File: src/rtl/lsag_pkg.sv
package lsag_pkg;
    typedef enum logic [1:0] {
        AM_UNSCALED = 2'b00,
        AM_SCALED   = 2'b01,
        AM_PRE      = 2'b10,
        AM_POST     = 2'b11
    } addr_mode_e;

    typedef enum logic {
        ST_IDLE = 1'b0,
        ST_EMIT = 1'b1
    } lsag_state_e;
endpackage

File: src/rtl/lsag_imm_decode.sv
module lsag_imm_decode #(
    parameter int ADDR_W = 64,
    parameter int SIMM_W = 9,
    parameter int UIMM_W = 12
) (
    input  logic [UIMM_W-1:0] imm_field,
    input  logic              size64,
    output logic [ADDR_W-1:0] off_signed,
    output logic [ADDR_W-1:0] off_scaled
);
    localparam int SEXT_W = ADDR_W - SIMM_W;
    localparam int ZEXT_W = ADDR_W - UIMM_W;

    logic [ADDR_W-1:0] uimm_wide;

    always_comb begin
        off_signed = {{SEXT_W{imm_field[SIMM_W-1]}}, imm_field[SIMM_W-1:0]};
        uimm_wide  = {{ZEXT_W{1'b0}}, imm_field};
        off_scaled = size64 ? (uimm_wide << 3) : (uimm_wide << 2);
    end
endmodule

File: src/rtl/lsag_addr_unit.sv
module lsag_addr_unit
    import lsag_pkg::*;
#(
    parameter int ADDR_W = 64,
    parameter int IDX_W  = 5
) (
    input  addr_mode_e        mode,
    input  logic [IDX_W-1:0]  base_idx,
    input  logic [ADDR_W-1:0] base_val,
    input  logic [ADDR_W-1:0] sp_val,
    input  logic [ADDR_W-1:0] off_signed,
    input  logic [ADDR_W-1:0] off_scaled,
    output logic [ADDR_W-1:0] ea,
    output logic              wb_req,
    output logic [ADDR_W-1:0] wb_sum
);
    localparam logic [IDX_W-1:0] SP_IDX = '1;

    logic [ADDR_W-1:0] base_eff;
    logic [ADDR_W-1:0] sum_signed;

    always_comb begin
        base_eff   = (base_idx == SP_IDX) ? sp_val : base_val;
        sum_signed = base_eff + off_signed;
        ea         = base_eff;
        wb_req     = 1'b0;
        wb_sum     = base_eff;
        unique case (mode)
            AM_UNSCALED: ea = sum_signed;
            AM_SCALED:   ea = base_eff + off_scaled;
            AM_PRE: begin
                ea     = sum_signed;
                wb_req = 1'b1;
                wb_sum = sum_signed;
            end
            AM_POST: begin
                ea     = base_eff;
                wb_req = 1'b1;
                wb_sum = sum_signed;
            end
            default: ea = base_eff;
        endcase
    end

    always_comb begin
        if (mode == AM_POST)
            a_r4_post_uses_base: assert (ea == base_eff);
    end
endmodule

File: src/rtl/lsag_sp_check.sv
module lsag_sp_check #(
    parameter int ADDR_W     = 64,
    parameter int IDX_W      = 5,
    parameter int ALIGN_BITS = 4
) (
    input  logic [IDX_W-1:0]  base_idx,
    input  logic [ADDR_W-1:0] sp_val,
    output logic              fault
);
    localparam logic [IDX_W-1:0] SP_IDX = '1;

    always_comb begin
        fault = (base_idx == SP_IDX) && (|sp_val[ALIGN_BITS-1:0]);
    end
endmodule

File: src/rtl/lsag_top.sv
module lsag_top
    import lsag_pkg::*;
#(
    parameter int ADDR_W     = 64,
    parameter int IDX_W      = 5,
    parameter int SIMM_W     = 9,
    parameter int UIMM_W     = 12,
    parameter int ALIGN_BITS = 4
) (
    input  logic              clk,
    input  logic              rst_n,
    input  logic              in_valid,
    input  logic [1:0]        mode,
    input  logic [IDX_W-1:0]  base_idx,
    input  logic [ADDR_W-1:0] base_val,
    input  logic [ADDR_W-1:0] sp_val,
    input  logic              size64,
    input  logic [UIMM_W-1:0] imm_field,
    input  logic [ADDR_W-1:0] mem_rdata,
    output logic              out_valid,
    output logic [ADDR_W-1:0] addr,
    output logic              wb_en,
    output logic [ADDR_W-1:0] wb_val,
    output logic              sp_fault,
    output logic [ADDR_W-1:0] load_data
);
    localparam int HALF_W = ADDR_W / 2;
    localparam logic [IDX_W-1:0] SP_IDX = '1;

    lsag_state_e       state_q, state_d;
    addr_mode_e        mode_e;
    logic [ADDR_W-1:0] off_signed, off_scaled, ea, wb_sum, ld_ext;
    logic              wb_req, fault;

    assign mode_e = addr_mode_e'(mode);

    lsag_imm_decode #(.ADDR_W(ADDR_W), .SIMM_W(SIMM_W), .UIMM_W(UIMM_W)) u_imm (
        .imm_field (imm_field),
        .size64    (size64),
        .off_signed(off_signed),
        .off_scaled(off_scaled)
    );

    lsag_addr_unit #(.ADDR_W(ADDR_W), .IDX_W(IDX_W)) u_addr (
        .mode      (mode_e),
        .base_idx  (base_idx),
        .base_val  (base_val),
        .sp_val    (sp_val),
        .off_signed(off_signed),
        .off_scaled(off_scaled),
        .ea        (ea),
        .wb_req    (wb_req),
        .wb_sum    (wb_sum)
    );

    lsag_sp_check #(.ADDR_W(ADDR_W), .IDX_W(IDX_W), .ALIGN_BITS(ALIGN_BITS)) u_sp (
        .base_idx(base_idx),
        .sp_val  (sp_val),
        .fault   (fault)
    );

    always_comb begin
        ld_ext = size64 ? mem_rdata : {{HALF_W{1'b0}}, mem_rdata[HALF_W-1:0]};
    end

    always_comb begin
        state_d = ST_IDLE;
        unique case (state_q)
            ST_IDLE: state_d = in_valid ? ST_EMIT : ST_IDLE;
            ST_EMIT: state_d = in_valid ? ST_EMIT : ST_IDLE;
            default: state_d = ST_IDLE;
        endcase
    end

    always_ff @(posedge clk) begin
        if (!rst_n) state_q <= ST_IDLE;
        else        state_q <= state_d;
    end

    assign out_valid = (state_q == ST_EMIT);

    always_ff @(posedge clk) begin
        if (!rst_n) begin
            addr      <= '0;
            wb_en     <= 1'b0;
            wb_val    <= '0;
            sp_fault  <= 1'b0;
            load_data <= '0;
        end else if (in_valid) begin
            addr      <= ea;
            wb_en     <= wb_req && !fault;
            wb_val    <= wb_sum;
            sp_fault  <= fault;
            load_data <= ld_ext;
        end else begin
            wb_en    <= 1'b0;
            sp_fault <= 1'b0;
        end
    end

    a_r10_result_follows_strobe: assert property (@(posedge clk) disable iff (!rst_n)
        in_valid |=> out_valid);
    a_r10_no_spurious_result: assert property (@(posedge clk) disable iff (!rst_n)
        !in_valid |=> !out_valid);
    a_r6_fault_blocks_wb: assert property (@(posedge clk) disable iff (!rst_n)
        sp_fault |-> !wb_en);
    a_r6_fault_only_on_sp: assert property (@(posedge clk) disable iff (!rst_n)
        in_valid && (base_idx != SP_IDX) |=> !sp_fault);
    a_r3_pre_wb_equals_addr: assert property (@(posedge clk) disable iff (!rst_n)
        in_valid && (mode == 2'b10) |=> wb_val == addr);
    a_r1_offset_forms_no_wb: assert property (@(posedge clk) disable iff (!rst_n)
        in_valid && !mode[1] |=> !wb_en);
    a_r8_upper_zero_narrow: assert property (@(posedge clk) disable iff (!rst_n)
        in_valid && !size64 |=> load_data[ADDR_W-1:HALF_W] == '0);
endmodule

File: config.mk
export PLATFORM = sky130hd
export DESIGN_NAME = lsag_top
export DESIGN_NICKNAME = d
export VERILOG_FILES = /design/src/rtl/lsag_pkg.sv /design/src/rtl/lsag_imm_decode.sv /design/src/rtl/lsag_addr_unit.sv /design/src/rtl/lsag_sp_check.sv /design/src/rtl/lsag_top.sv
export SDC_FILE = /design/constraint.sdc
export NUM_CORES = 1
export LEC_CHECK = 0
export ABC_CLOCK_PERIOD_IN_PS = 13030
export BUFFER_PORTS_ARGS = -buffer_cell sky130_fd_sc_hd__buf_2
export CAP_MARGIN = 40
export CORE_UTILIZATION = 35
export DETAILED_ROUTE_END_ITERATION = 6
export PLACE_DENSITY_LB_ADDON = 0.05
export SYNTH_ARGS = -nofsm -noshare
export SYNTH_HDL_FRONTEND = slang
export SYNTH_HIERARCHICAL = 1
export SYNTH_SLANG_ARGS = --single-unit
File: constraint.sdc
create_clock -name clk -period 13.03 [get_ports clk]
set_input_delay 1.303 -clock clk [delete_from_list [all_inputs] [get_ports clk]]
set_output_delay 1.303 -clock clk [all_outputs]
set_load 0.01 [all_outputs]
==> results by group <==
Placement
  • RePlAce Congestion: 0.9373
  • IO Port Bufs: 409
  • Area after DPL: 20,660 µm²
  • Final HPWL DP: around 52,000 µm
  • Inst Count DP: 3,332
  • Dpl ws: 6075 ps

Hold path
  • Worst min path class: flip-flop to flip-flop

Layout
  • Most frequent cells in the layout: buf_2, a21oi_1, nand2_1
  • Fin nets: 3,006
  • Non-Filler Instances: 3,365
  • Design Area, Final: 21,320 µm²
  • Commonest non-fill, non-tap cell in the layout: buf_2
  • Area grow syn2layout: 12.18%
  • Layout cells sized above 1: 20.50%

Synth
  • Sequential fraction of the synthesis area: 20.54%
  • Post-synth EDFFs: 0
  • Top_reg_cell synth: dfxtp_1
  • Mean post-synth cell area: 7.842 µm²
  • Post-synth top area share: 20.54%
  • Synth cell types: 82
  • Synthesized area: 19,010 µm²
  • Syn. warnings: 6
  • Area leader, netlist: dfxtp_1
  • Most area-consuming cells after synthesis: dfxtp_1, mux2i_1, ha_1
  • Synth Instances: 2,424
  • Synthesized flop and latch total: 195
  • Async set-or-reset flop fraction in the synthesized netlist: 0%

Clock tree
  • Clk pin slew, worst setup/hold paths: 90 ps
  • Post-CTS resize count: 0
  • Post-CTS Setup Inserts: 0
  • Root Buffer: clkbuf_16
  • CTS tree: done
  • Max clock buf depth: 2
  • Hold buffers post-CTS: 0
  • Clock Latency Late Sink: about 500 ps
  • H-tree Lvls: 4
  • Clock sink count: around 200
  • Total CTS buffers: 17

Timing
  • Worst Skew: 0 ps
  • RSZ-0062 raised after global routing: no
  • Worst rel slew slack: between 30% and 40%
  • Max Slew Vio Count: 0
  • Final Setup Violations: 0
  • Period minus WS final: 6409 ps
  • Final Hold Fails: 0
  • Measured slew at the worst slew-check pin: 920.4 ps
  • Period utilisation layout: 49.19%
  • Max Fclk: between 0.15 and 0.2 GHz
  • Total negative slack: 0 ps
  • PnR worst setup slack: between 6000 and 7000 ps

Detailed routing
  • DRT antenna net count: 0
  • Vias: 17,890
  • Drc violations: 2
  • Number of DRC markers in iteration 0: 1,189
  • Drt pass-1 iters: 7
  • DR WL/cell: 19.78 µm
  • Vias/cell: 5.316
  • Final wirelength: roughly 67,000 µm

Outcome
  • Failing checks: design-rule violations
  • Status: finished, violations left

Worst setup path
  • Arrival time worst endpoint: just under 7000 ps
  • CP Capture Type: flip-flop
  • Max stage delay on crit path: 710 ps
  • CP cell instances: buf_2, and3_1, nand3_4, buf_4, mux2_2, ha_1, o21ai_0, a211oi_1, and2_1, o31a_1, nor3_1, a31oi_1, a31o_2, a221o_1, mux2i_1, o221a_2, mux2i_1, nor2b_1
  • CP Data Required Time: 13,470 ps
  • Slowest-stage cell, CP: buf_4
  • CP delay by family, top: compound AO/OA/AOI/OAI gates
  • Worst setup SP type: primary input
  • Flop-to-flop setup slack: 12,320 ps
  • Crit Path Class: primary input to flip-flop
  • Worst path buffer plus inverter count: 2
  • Worst Path Max Fanout: 47
  • Most frequent CP cell: mux2i_1

Floorplanning
  • Core Box Area: about 54,000 µm²
  • Initial core utilization: 35.39%
  • I/O Pins: about 400
  • Num rows: 85
  • Chip Width: 235.1 µm
  • Die H: 235.1 µm
  • Die Area: 55,250 µm²

GRT
  • Grt total ovfl: 0
  • Antenna violations before repair: 5
  • Largest net degree at the start of global routing: 120
  • First-pass GRT wire length: 102,600 µm
  • Vias in the first global route: approximately 17,000
  • GR Util All Layers: between 20% and 30%

Power
  • Pleak: 10.11 nW
  • PwrDens: 100.8 nW/µm²
  • Total power after layout: 2.150 mW
  • Worst VDD drop: 0.00009716 V

Flow run
  • # Max-Cap Violations: 0
[flip-flops by register name (all words and copies together) (netlist names)]
register   flops
sp_fault       1
out_valid      1
wb_val        64
addr          64
wb_en          1
load_data     64
[metal layers]
layer / global-route usage, % / routed length [µm] / vias up
li1: - / - / 8949
met1: 31.42 / 31170 / 8435
met2: 39.36 / 31390 / 437
met3: 4.323 / 2926 / 60
met4: 5.901 / 1051 / 8
met5: 0 / 34 / -
[per-stage QoR]
stage	utilization (%)	hold WS, ps
after global placement	38.32	462.4
final	39.70	486.0
after detailed placement	38.47	464.4
after floorplan	-	505.5
after global routing	39.70	509.4
after CTS	39.70	485.6
[cells in the mapped netlist (12+ instances only)]
library cell and instances:
and2_1 18, nand3_1 33, and3_1 19, o21a_1 14, inv_1 50, buf_4 126
o21ai_0 166, mux2i_1 190, nor2_1 167, a21o_1 78, o211ai_1 18, a31oi_1 26
dfxtp_1 195, nand2_1 204, o21bai_1 30, nor3_1 19, xor2_1 45, a21oi_1 222
mux2_2 57, buf_2 14, nand3b_1 33, ha_1 134, buf_8 12, clkbuf_1 99
a211oi_1 17, nor2b_1 173, xnor2_1 68, nand4_1 41
[worst reg2reg max path: stages (launching register included)]
cell	delay [ps]
dfxtp_1	430
mux2i_1	100
nor2b_1	130
[worst paths after layout]
check / start / endpoint / cells after the start
worst max-delay path: base_idx[3] / addr[61] / 18
worst max register to register: addr[46] / addr[46] / 2
worst min-delay path: load_data[53] / load_data[53] / 2
worst min register to register: load_data[53] / load_data[53] / 2
[layout make-up]
class                      count  area (µm²)
clock buffer                  18       439.2
antenna                        1       2.502
fill                        5674       32380
clock inverter                14       219.0
timing repair buffer         424        2231
inverter                      50       187.7
sequential                   195        3904
tap                          696       870.8
multi-input combinational   1967       13470
[where the power goes]
part / leakage (nW) / switching, mW / internal (mW)
Sequential: 1.61 / 0.0271 / 0.646
Combinational: 8.19 / 0.526 / 0.350
Clock: 0.316 / 0.311 / 0.289
[logic make-up after synthesis]
logic type / synth area share, %
flops: 20.54
mux: 14.01
buf+inv: 9.656
xor+xnor: 5.206
simple gates: 19.98
other cells: 0.01973
compound gates: 21.56
fa+ha+maj: 9.030
Note: power is estimated with default switching activity, not from simulation.
